## config.mk

```make
export PLATFORM = sky130hd
export DESIGN_NAME = pcw_decode
export DESIGN_NICKNAME = d
export VERILOG_FILES = /design/src/rtl/pcw_pkg.sv /design/src/rtl/pcw_decode.sv
export SDC_FILE = /design/constraint.sdc
export NUM_CORES = 1
export LEC_CHECK = 0
export ABC_AREA = 1
export BUFFER_PORTS_ARGS = -buffer_cell sky130_fd_sc_hd__buf_2
export CAP_MARGIN = 20
export CORE_UTILIZATION = 42
export CTS_CLUSTER_SIZE = 16
export DETAILED_ROUTE_END_ITERATION = 8
export GPL_TIMING_DRIVEN = 0
export PLACE_DENSITY = 0.87
export SLEW_MARGIN = 20
export SYNTH_ARGS = -nofsm -noshare
export SYNTH_HDL_FRONTEND = slang
export SYNTH_SLANG_ARGS = --single-unit
```

## constraint.sdc

```tcl
create_clock -name clk -period 1 [get_ports clk]
set_clock_uncertainty 0.1 [all_clocks]
set_input_delay 0.05 -clock clk [delete_from_list [all_inputs] [get_ports clk]]
set_output_delay 0.05 -clock clk [all_outputs]
set_load 0.02 [all_outputs]
```

## src/rtl/pcw_pkg.sv

```systemverilog
package pcw_pkg;

    typedef enum logic [1:0] {
        CLS_ADDR = 2'd0,
        CLS_MSG  = 2'd1,
        CLS_IDLE = 2'd2
    } word_cls_t;

    typedef enum logic {
        FILL_HUNT = 1'b0,
        FILL_BITS = 1'b1
    } fill_st_t;

    typedef enum logic {
        MODE_OFF = 1'b0,
        MODE_ON  = 1'b1
    } mode_st_t;

endpackage

```

## src/rtl/pcw_decode.sv

```systemverilog
module pcw_decode
    import pcw_pkg::*;
#(
    parameter int              WORD_W  = 32,
    parameter int              CHK_W   = 10,
    parameter int              ADDR_W  = 18,
    parameter int              FUNC_W  = 2,
    parameter logic [WORD_W-1:0] IDLE_CW = 32'h7A89C197
) (
    input  logic                      clk,
    input  logic                      rst,
    input  logic                      word_rdy,
    input  logic [WORD_W-1:0]         word_i,
    input  logic [CHK_W-1:0]          syndrome,
    input  logic                      parity_bad,
    output logic                      word_done,
    output logic [1:0]                word_class,
    output logic                      bch_err,
    output logic                      par_err,
    output logic [ADDR_W-1:0]         addr_field,
    output logic [FUNC_W-1:0]         func_code,
    output logic [ADDR_W+FUNC_W-1:0]  payload,
    output logic                      msg_active,
    output logic                      msg_end
);

    localparam int DATA_W   = ADDR_W + FUNC_W;
    localparam int INFO_TOP = WORD_W - 2;
    localparam int FUNC_TOP = INFO_TOP - ADDR_W;

    mode_st_t  mode_q, mode_d;
    word_cls_t cls_d;
    logic      clean;
    logic      end_d;

    // classification
    always_comb begin
        if (word_i == IDLE_CW)       cls_d = CLS_IDLE;
        else if (word_i[WORD_W-1])   cls_d = CLS_MSG;
        else                         cls_d = CLS_ADDR;
        clean = (syndrome == '0) && !parity_bad;
    end

    // message mode: next state
    always_comb begin
        mode_d = mode_q;
        end_d  = 1'b0;
        if (word_rdy) begin
            unique case (mode_q)
                MODE_OFF: if (clean && cls_d == CLS_MSG) mode_d = MODE_ON;
                MODE_ON: begin
                    if (cls_d == CLS_IDLE) begin
                        mode_d = MODE_OFF;
                        end_d  = 1'b1;
                    end else if (clean && cls_d == CLS_ADDR) begin
                        mode_d = MODE_OFF;
                    end
                end
            endcase
        end
    end

    // message mode: state register
    always_ff @(posedge clk) begin
        if (rst) mode_q <= MODE_OFF;
        else     mode_q <= mode_d;
    end

    assign msg_active = (mode_q == MODE_ON);

    // result registers
    always_ff @(posedge clk) begin
        if (rst) begin
            word_done  <= 1'b0;
            msg_end    <= 1'b0;
            word_class <= CLS_ADDR;
            bch_err    <= 1'b0;
            par_err    <= 1'b0;
            addr_field <= '0;
            func_code  <= '0;
            payload    <= '0;
        end else begin
            word_done <= word_rdy;
            msg_end   <= end_d;
            if (word_rdy) begin
                word_class <= cls_d;
                bch_err    <= (syndrome != '0);
                par_err    <= parity_bad;
                if (cls_d == CLS_ADDR) begin
                    addr_field <= word_i[INFO_TOP -: ADDR_W];
                    func_code  <= word_i[FUNC_TOP -: FUNC_W];
                end
                if (cls_d == CLS_MSG) payload <= word_i[INFO_TOP -: DATA_W];
            end
        end
    end

    p_done_pulse_r3: assert property (@(posedge clk) disable iff (rst)
        word_done |=> !word_done);

    p_hold_r9: assert property (@(posedge clk) disable iff (rst)
        (!word_done && !$past(rst)) |-> ($stable(word_class) && $stable(bch_err) &&
        $stable(par_err) && $stable(addr_field) && $stable(func_code) &&
        $stable(payload) && $stable(msg_active)));

    p_cls_legal_r6: assert property (@(posedge clk) disable iff (rst)
        word_done |-> (word_class != 2'd3));

    p_idle_clean_r6: assert property (@(posedge clk) disable iff (rst)
        (word_done && word_class == CLS_IDLE) |-> (!bch_err && !par_err));

    p_mode_rise_r10: assert property (@(posedge clk) disable iff (rst)
        $rose(msg_active) |-> (word_done && word_class == CLS_MSG && !bch_err && !par_err));

    p_end_mark_r11: assert property (@(posedge clk) disable iff (rst)
        msg_end |-> (word_done && word_class == CLS_IDLE && !msg_active && $past(msg_active)));

endmodule

```

# == After elaboration in Yosys (flattened, before gate mapping) ==
# Index checks and enable logic that the tools add are counted.
# totals
elab_cells,31
reg_bits,47
output_inout_bits,47
inputBits,46
# op_classes
bitwise,2
reduce_logical,10
muxes,7
n_eq_ne,3
# op_table
cell,count
$eq A32 B31 Y1 const B,1
$logic_not A10 Y1,1
$reduce_bool A10 Y1,1
$mux W1,5
$reduce_and A2 Y1,2
$logic_and A1 B1 Y1,3
$reduce_or A3 Y1,1
$eq A2 B1 Y1 const B,1
$eq A2 B2 Y1 const B,1
$logic_not A2 Y1,1
$mux W2,1
$not A1 Y1,2
$pmux W1 S2,1
$logic_not A1 Y1,1

# == Depth between registers and ports, before layout ==
# Gate-level depths: netlist of run 1.
# depth
depth_word,7
depth_mapped,11
ltp_nobuf,10

# == Least setup slack after synthesis of run 1 ==
# No wires, ideal clock.
# synth_timing
path_type,input port to flip-flop
from,in word_i[3]
to,reg addr_field[0]
required_ps,785
slack_ps,-57
stages,9
setup_ps,115
path_buffers,1
arrival_time_ps,842
path_cell_list,nor2_1 -> nand2_1 -> inv_1 -> nand2_1 -> nor2_1 -> nand3_2 -> buf_2 -> a21oi_1 -> nor2_1
# synth_via
elab_chain_len,4
# synth_lines
element,line_no,rtl
from (decl),pcw_decode.sv:13,"input logic [WORD_W-1:0] word_i,"
$eq A32 B31 Y1,pcw_decode.sv:38,if (word_i == IDLE_CW) cls_d = CLS_IDLE;
$mux W2,pcw_decode.sv:38,
$logic_not A2 Y1,pcw_decode.sv:89,if (cls_d == CLS_ADDR) begin
$reduce_and A2 Y1 (no line),-,
to (signal assigned),pcw_decode.sv:90,addr_field <= word_i[INFO_TOP -: ADDR_W];
to (decl),pcw_decode.sv:20,"output logic [ADDR_W-1:0] addr_field,"
# Every way passes these cells.
# A chain may end at the register's enable or synchronous reset.

# == Final worst setup path of run 1 ==
# layout_timing
from,in word_rdy
to,reg addr_field[5]
# layout_via
elab_chain_len,1
# layout_lines
element,line_no,rtl
from (decl),pcw_decode.sv:12,"input logic word_rdy,"
$reduce_and A2 Y1 (no line),-,
# Every way passes these cells.

==> results of run 1 <==
[worst max path at each step]
| stage | slack, ps | cells past startpoint | end | startpoint |
|---|---|---|---|---|
| 6_report | -120 | 7 | addr_field[5] | word_rdy |
| 4_1_cts | 1 | 1 | msg_active | msg_active |
| 5_1_grt | -150 | 11 | addr_field[3] | word_i[26] |
| 3_3_place_gp | -330 | 10 | addr_field[2] | word_i[26] |
| 3_5_place_dp | -350 | 10 | addr_field[6] | word_i[26] |
| 2_1_floorplan | -20 | 9 | addr_field[11] | word_i[3] |
[worst max-delay path, delay by kind of cell]
| family | cells | cell delay [ps] |
|---|---|---|
| buffers and inverters | 3 | 600 |
| and+or+nand+nor | 4 | 560 |
[logic make-up (layout without fill, tap and decap cells)]
group | after synthesis | count (layout) | synth area share [%]
buffers and inverters | 51 | 180 | 10.54
and+or+nand+nor | 131 | 131 | 26.74
AOI/OAI and AO/OA | 66 | 66 | 16.39
DFF | 47 | 47 | 46.33
[per-layer routing]
metal	global-route usage [%]	up-vias	share of wire (%)
li1	-	1194	-
met4	9.804	0	3.0
met2	42.12	115	51
met5	0	-	0
met1	30.50	1151	39
met3	5.907	22	6.3
[sequential cells by signal (all words and copies together), names as in the netlist]
register	cells
word_done	1
msg_end	1
payload	20
func_code	2
addr_field	18
par_err	1
word_class	2
msg_active	1
bch_err	1
[per-stage QoR]
step                      total power [W]  utilization, %
after floorplan                  0.002513               -
after global placement           0.002790           57.47
after detailed placement         0.002809           57.47
after CTS                        0.003945           64.83
after global routing             0.004263           71.97
final                            0.004088           71.97
[power by group]
part           switching, W  internal, W
logic              0.000546     0.000382
registers         0.0000666      0.00199
clock network      0.000612     0.000491
total               0.00122      0.00286
[Yosys cell counts (2+ instances only)]
cell type,instances
a21oi_1,43
buf_2,6
buf_6,2
clkbuf_1,8
dfxtp_1,47
inv_1,34
nand2_1,48
nand3_1,24
nor2_1,52
o21ai_0,22
[final cells by class]
type / instances / area (um^2) / share of cell area [%]
Buffer: 16 / 101.3 / 3.126
Clock buffer: 7 / 76.32 / 2.354
Clock inverter: 1 / 5.005 / 0.1544
Inverter: 35 / 136.4 / 4.207
Multi-Input combinational cell: 197 / 1094 / 33.73
Sequential cell: 47 / 944.7 / 29.14
Tap cell: 52 / 65.06 / 2.007
Timing Repair Buffer: 121 / 819.5 / 25.28
[timing repair]
action                                  CTS  global route
hold endpoints to repair                 26             0
gates resized for setup                   2            87
pin swaps                                 1            25
hold buffers                             24             0
cloned                                    0             4
setup buffers                             0             2
endpoints found under the setup margin   18            32
==> results.toml, run 1 <==
[run_status]
status = "finished, violations left"
violations = "setup timing"

[final_layout]
post_route_cells_drive_above_1_share_pct = 42.69
final_area_mm2 = 0.003242
layout_commonest_cell = "buf_2"
stdcell_count = 476
nets = 469
fillCellCount = 331
layout_common_cells = "81 x buf_2, 44 x dfxtp_1, 41 x nor2_1"
area_growth_syn_to_layout_pct = 59.64
antenna_cells = 0

[detailed_routing]
routed_wl_um = 7070
ant_nets = 0
drc = 0
drtIter0Drc = 202
dr_total_vias = 2482
drtPass1Iterations = 5
routedWlPerCell_um = 14.85
vias_per_cell = 5.214

[global_routing]
grt-ovfl-total = 0
grt_usage_pct = 24.81
grt_pass1_wl_um = 10040
first_global_vias = 2243
antenna_found_initial = 0
grt_start_max_net_pins = 14

[min_path]
hold_depth = 3
hold-path-endpoint = "par_err"
min-delay-start = "word_rdy"
hold_class = "in2reg"

[worst_setup_path]
crit_chain = "buf_2, inv_1, nor2_1, buf_2, nand3_1, nand2_1, nor2_1"
slowest_delay_ps = 370
r2r_cells = 2
worst-setup-path-type = "in2reg"
rr_startpoint = "payload[12]"
r2r_slack_ps = 150
path_max_fanout = 10
endpoint_kind = "register"
r2r-end = "payload[12]"
cp.arrival_ps = 1220
cp_data_required_time_ps = 1100
start_kind = "input port"
crit_slowest_cell = "buf_2"

[clocking]
numCtsBuffers = 5
root_buffer = "clkbuf_8"
clockBufferDepth = 2
htree_levels = 2
clk_pin_slew_ps = 80
clkLatencyLatePin_ps = 300
clock-sinks = 47
cts_tree = "built"

[floorplanning]
io_pins = 93
dieArea_mm2 = 0.005117
num_rows = 24
die_x_um = 71.54
core_mm2 = 0.004504
start_util_pct = 45.08
die_h_um = 71.54

[timing]
report.final.slew_viol_count = 0
setup_violations = 20
holdWs_ps = 4.705
relSlewSlack_pct = 66.84
timing.final.crit_share_pct = 112.0
max_slew.worst_pin.slew_ps = 497.5
period_needed_ps = 1120
finalWorstSetupSlack_ps = -119.6
clock.fmax_mhz = 893.1
setup_tns_ps = -869.4
grt_setup_unrepaired = "true"
hold_viol_final = 0

[placed_design]
place.gp.congestion = 0.7928
hpwlAfterDp_um = 4059
io_buffers = 92
placed_cell_area_mm2 = 0.002589
pre_cts_slack_ps = -353.0
dp.cells = 439

[yosys]
synth_area_mm2 = 0.002031
synth_largest_area_cell = "dfxtp_1"
synthArstFlopShare_pct = 0
synth-seq-cells = 47
synth_top_area_share_pct = 46.33
syn_inst = 295
ys_warn_count = 0
yosys-top-cells-area = "dfxtp_1 46%, a21oi_1 11%, nor2_1 9.6%"
synth_cell_type_count = 19
synthFlopType = "dfxtp_1"
ys_seq_area_share_pct = 46.33
synth_nets = 341
synth-edff-count = 0
avgSynthCellArea_um2 = 6.884

[run]
max_cap_violations = 0

[power]
power.density_mw_per_mm2 = 1261
ir_drop_uv = 996.7
power_leakage_nw = 1.602
Note: power is estimated with default switching activity, not from simulation.
==> run 2, diff against run 1 <==
- CORE_MARGIN: unset -> 5
==> run 2 against run 1 <==
  * The run still ends with setup timing left
  * Global-route usage fell by 3.6 points
  * First-iteration DRC count up 8.4%
  * Critical endpoint is now addr_field[0]
  * Power grew 8.0%
  * Register-to-register slack got worse by 50 ps
  * Routed wire length shrank 0.45%
  * Combinational power down 1%
  * Worst hold slack better by 7.0 ps
  * Largest cell class unchanged
  * Die area grew 24%
  * Final area rose by 1.0%
  * Count of clock-buffer cells in the layout shrank 1
  * Critical path depth is 1 higher
  * Clock power is 31% higher
==> results.toml, run 2 (synthesized netlist as in run 1, its figures left out) <==
[run_status]
status = "finished, violations left"
violations = "setup timing"

[timing]
holdWs_ps = 11.72
period_needed_ps = 1110
timing.final.crit_share_pct = 111.0
clock.fmax_mhz = 901.0
report.final.slew_viol_count = 0
max_slew.worst_pin.slew_ps = 468.2
setup_violations = 20
grt_setup_unrepaired = "true"
relSlewSlack_pct = 68.79
hold_viol_final = 0
finalWorstSetupSlack_ps = -109.8

[placed_design]
place.gp.congestion = 0.8206
io_buffers = 92
hpwlAfterDp_um = 4447
pre_cts_slack_ps = -417.9

[power]
power_leakage_nw = 1.620
power.density_mw_per_mm2 = 1349
ir_drop_uv = 627.8
total_power_w = 0.004417
p_clk_share_pct = 32.6
swShare_pct = 27.83
internal_power_w = 0.003188
p_sw_w = 0.001229
seqPwrFrac_pct = 46.6
power_frac_comb_pct = 20.8

[clocking]
clkLatencyLatePin_ps = 300
clock-sinks = 47
root_buffer = "clkbuf_8"
cts_tree = "built"
clk_pin_slew_ps = 90
numCtsBuffers = 5
clockBufferDepth = 2
htree_levels = 2

[detailed_routing]
ant_nets = 0
routedWlPerCell_um = 14.33
drtPass1Iterations = 4
drtIter0Drc = 219
drc = 0
routed_wl_um = 7038
dr_total_vias = 2418
vias_per_cell = 4.925

[floorplanning]
io_pins = 93
die_h_um = 79.54
dieArea_mm2 = 0.006326
core_mm2 = 0.004723
start_util_pct = 42.99
die_x_um = 79.54
num_rows = 25

[final_layout]
post_route_cells_drive_above_1_share_pct = 39.15
nets = 469
largestRegisters = "payload (20), addr_field (18)"
top_register = "payload"
layout_common_cells = "71 x buf_2, 44 x dfxtp_1, 43 x nor2_1"
layout_commonest_cell = "buf_2"
antenna_cells = 0
area_growth_syn_to_layout_pct = 61.24
largest_reg_flops = 20

[global_routing]
antenna_found_initial = 0
grt-ovfl-total = 0
grt_usage_pct = 21.23
grt_start_max_net_pins = 15
grt_pass1_wl_um = 10490
first_global_vias = 2315

[worst_setup_path]
cp_data_required_time_ps = 1100
endpoint_kind = "register"
path_max_fanout = 8
start_kind = "input port"
worst-setup-path-type = "in2reg"
cp.arrival_ps = 1210

[run]
max_cap_violations = 0

[min_path]
hold_class = "in2reg"
==> run 2: changes by cell type in the layout (fill, tap and decap cells not counted), sizes merged <==
cell	before	now
clkbuf	16	15
bufinv	0	1
==> run 2: path summary, 6_finish.rpt <==
| kind | depth (start not counted) | slack (ps) | endpoint | startpoint |
|---|---|---|---|---|
| max | 8 | -110 | addr_field[0] | word_i[21] |
| min | 3 | 10 | word_done | word_rdy |
| max reg2reg | 2 | 100 | payload[4] | payload[4] |
| min reg2reg | 2 | 390 | addr_field[12] | addr_field[12] |
==> run 2: critical path: stages <==
cell	delay, ps
buf_2	120
inv_1	130
nand2_1	90
nor3_2	190
nand3_4	210
buf_6	200
a21oi_1	160
nor2_1	70
==> run 2: area by class of cell <==
cell class	count	area, um^2
Tap cell	67	83.83
Clock buffer	6	82.58
Clock inverter	2	35.03
Timing Repair Buffer	121	833.3
Inverter	35	133.9
Fill cell	344	1449
Multi-Input combinational cell	197	1061
Sequential cell	47	944.7
Buffer	16	100.1
==> run 2: routing by layer <==
metal / GRT usage (%) / vias to the layer above / share of wire (%)
met4: 10.48 / 0 / 3.6
met3: 4.740 / 25 / 6.1
met2: 37.98 / 88 / 51
met1: 23.42 / 1101 / 39
met5: 0 / - / 0
li1: - / 1204 / -
==> run 2: per-stage QoR <==
step / cells / TNS (ps) / instance area [um^2] / util [%]
2_1_floorplan: 295 / -450.5 / 2063 / -
3_3_place_gp: 454 / -9224 / 2608 / 55.21
3_5_place_dp: 454 / -10470 / 2608 / 55.21
4_1_cts: 489 / 0 / 3015 / 63.84
5_1_grt: 491 / -2745 / 3274 / 69.32
6_report: 491 / -1221 / 3274 / 69.32
==> run 2: power groups by stage <==
stage | Sequential [W] | Clock [W] | Combinational, W
after CTS | 0.00205 | 0.00145 | 0.000813
after floorplan | 0.00223 | 0 | 0.000281
after global placement | 0.00208 | 0 | 0.000710
after global routing | 0.00207 | 0.00154 | 0.000996
after detailed placement | 0.00209 | 0 | 0.000727
final | 0.00206 | 0.00144 | 0.000918
==> run 2: timing repair <==
item | CTS | global route
pin swaps | 3 | 16
cloned | 2 | 2
hold endpoints to repair | 26 | 0
setup endpoints to repair | 21 | 37
buffers inserted | 1 | 1
hold buffers | 24 | 0
resized for setup | 8 | 73
==> run 3, diff against run 2 <==
- ABC_AREA: 1 -> unset
- CORE_UTILIZATION: 42 -> 30
- PLACE_DENSITY: 0.87 -> 0.68
==> run 3 against run 2 <==
  * The flow finishes with violations (hold timing, setup timing)
  * Core utilization shrank 22 points
  * Sequential power shrank 3%
  * Area after synthesis grew 2.9%
  * Fmax shrank 20%
  * Final area shrank 0.99%
  * Clock power shrank 12%
  * Power shrank 8.5%
  * Critical endpoint is now addr_field[3]
==> results.toml, run 3 <==
[placed_design]
io_buffers = 91
hpwlAfterDp_um = 4378
place.gp.congestion = 0.7601

[worst_setup_path]
path_max_fanout = 10
r2r_cells = 2
crit_chain = "buf_6, or4b_4, nor4_4, a21oi_2, buf_6, mux2i_2"
crit_buf_inv = 2
worst-setup-path-type = "in2reg"
slowest_delay_ps = 540
cpMostUsedCell = "buf_6"
cp.arrival_ps = 1480
start_kind = "input port"
cpLargestDelayFamily = "simple AND/OR/NAND/NOR gates"
crit_slowest_cell = "or4b_4"
cp_data_required_time_ps = 1090
critical_path_depth = 6
endpoint_kind = "register"

[yosys]
synth_area_mm2 = 0.002090
netlist_top_cells_count = "47 x dfxtp_1, 41 x nand2_1, 22 x a21oi_1, 22 x mux2i_1, 18 x or2b_2"
yosys-top-cells-area = "dfxtp_1 45%, mux2i_1 11%, or2b_2 7.5%"
ys_seq_area_share_pct = 45.03
ys_warn_count = 0
syn_inst = 215
synthFlopType = "dfxtp_1"
avgSynthCellArea_um2 = 9.719
synth-edff-count = 0
synth_largest_area_cell = "dfxtp_1"
synth.most_common_cell = "dfxtp_1"
synth-seq-cells = 47
synth_cell_type_count = 31
synthArstFlopShare_pct = 0
synth_nets = 261
synth_top_area_share_pct = 45.03

[global_routing]
grt-ovfl-total = 0
grt_start_max_net_pins = 14
grt_pass1_wl_um = 10230
first_global_vias = 2085
antenna_found_initial = 0
grt_usage_pct = 14.71

[final_layout]
fillCellCount = 658
largest_reg_flops = 20
top_register = "payload"
layout_common_cells = "70 x buf_2, 41 x nand2_1, 41 x dfxtp_1"
largestRegisters = "payload (20), addr_field (18)"
final_core_util_pct = 47.72
nets = 394
layout_commonest_cell = "buf_2"
area_growth_syn_to_layout_pct = 55.15
post_route_cells_drive_above_1_share_pct = 43.84
antenna_cells = 0

[clocking]
clock-sinks = 47
clk_pin_slew_ps = 90
cts_tree = "built"
clockBufferDepth = 2
root_buffer = "clkbuf_8"
htree_levels = 2
clkLatencyLatePin_ps = 300
numCtsBuffers = 5

[run]
max_cap_violations = 0

[timing]
setup_violations = 23
finalWorstSetupSlack_ps = -386.2
setup_tns_ps = -7723
period_needed_ps = 1386
grt_setup_unrepaired = "true"
max_slew.worst_pin.slew_ps = 501.5
holdWs_ps = -23.12
hold_viol_final = 1
relSlewSlack_pct = 66.57
report.final.slew_viol_count = 0
timing.final.crit_share_pct = 138.6
clock.fmax_mhz = 721.4

[power]
power.density_mw_per_mm2 = 1247
power_leakage_nw = 1.429
ir_drop_uv = 704.2
total_power_w = 0.004042

[min_path]
hold_depth = 4
hold_class = "in2reg"

[detailed_routing]
dr_total_vias = 1992
routed_wl_um = 6328
routedWlPerCell_um = 14.22
ant_nets = 0
drtIter0Drc = 89
drtPass1Iterations = 4
vias_per_cell = 4.476
drc = 0

[floorplanning]
num_rows = 30
dieArea_mm2 = 0.008734
start_util_pct = 30.76
core_mm2 = 0.006794
io_pins = 93
die_x_um = 93.46
die_h_um = 93.46

[run_status]
violations = "hold timing, setup timing"
status = "finished, violations left"
run 3: worst reg2reg max path: stages (launching register included):
cell	delay, ps
dfxtp_2	370
or3b_2	460
o31ai_2	70
run 3: worst paths after layout:
kind                            startpoint             to  slack, ps
worst min register to register  payload[3]     payload[3]        350
worst min-delay path            word_i[31]    payload[18]        -20
worst max-delay path            word_i[20]  addr_field[3]       -390
worst max register to register  msg_active     msg_active        -70
run 3: what timing repair did:
item,4_1_cts,5_1_grt
hold buffers,31,2
pin swaps,3,2
setup endpoints to repair,43,51
buffers inserted,2,0
hold endpoints to repair,34,4
resized for setup,15,29
run 3: layout make-up:
| type | count | area, um^2 | area share (%) |
|---|---|---|---|
| clock buffer | 8 | 100.1 | 3.088 |
| sequential | 47 | 948.4 | 29.26 |
| tap | 96 | 120.1 | 3.705 |
| multi-input combinational | 154 | 1114 | 34.35 |
| timing repair buffer | 126 | 870.8 | 26.86 |
| buffer | 14 | 88.84 | 2.740 |
run 3: cells by family (layout without fill, tap and decap cells):
| kind of cell | after synthesis | after routing | synth area share [%] |
|---|---|---|---|
| flops | 47 | 47 | 45.03 |
| buf+inv | 14 | 148 | 3.952 |
| compound gates | 25 | 25 | 6.408 |
| simple gates | 107 | 107 | 34.07 |
| mux | 22 | 22 | 10.54 |
run 3: per-layer routing:
layer  routed length (um)  track usage, %
met1                 2659           17.58
met3                  516           4.827
met4                   40           3.907
met2                 3112           25.19
met5                    0               0
run 3: through the flow:
step                instance area [um^2]  instances  setup WS [ps]
floorplan                           2101        215         -488.5
global route                        3242        445         -411.5
finish                              3242        445         -386.2
detailed placement                  2676        402         -762.1
global placement                    2676        402         -748.7
CTS                                 3156        443         -334.1
run 3: power by group:
part	internal, W	switching, W
Combinational	0.000390	0.000385
Sequential	0.00196	0.0000427
Clock	0.000632	0.000634
Total	0.00298	0.00106
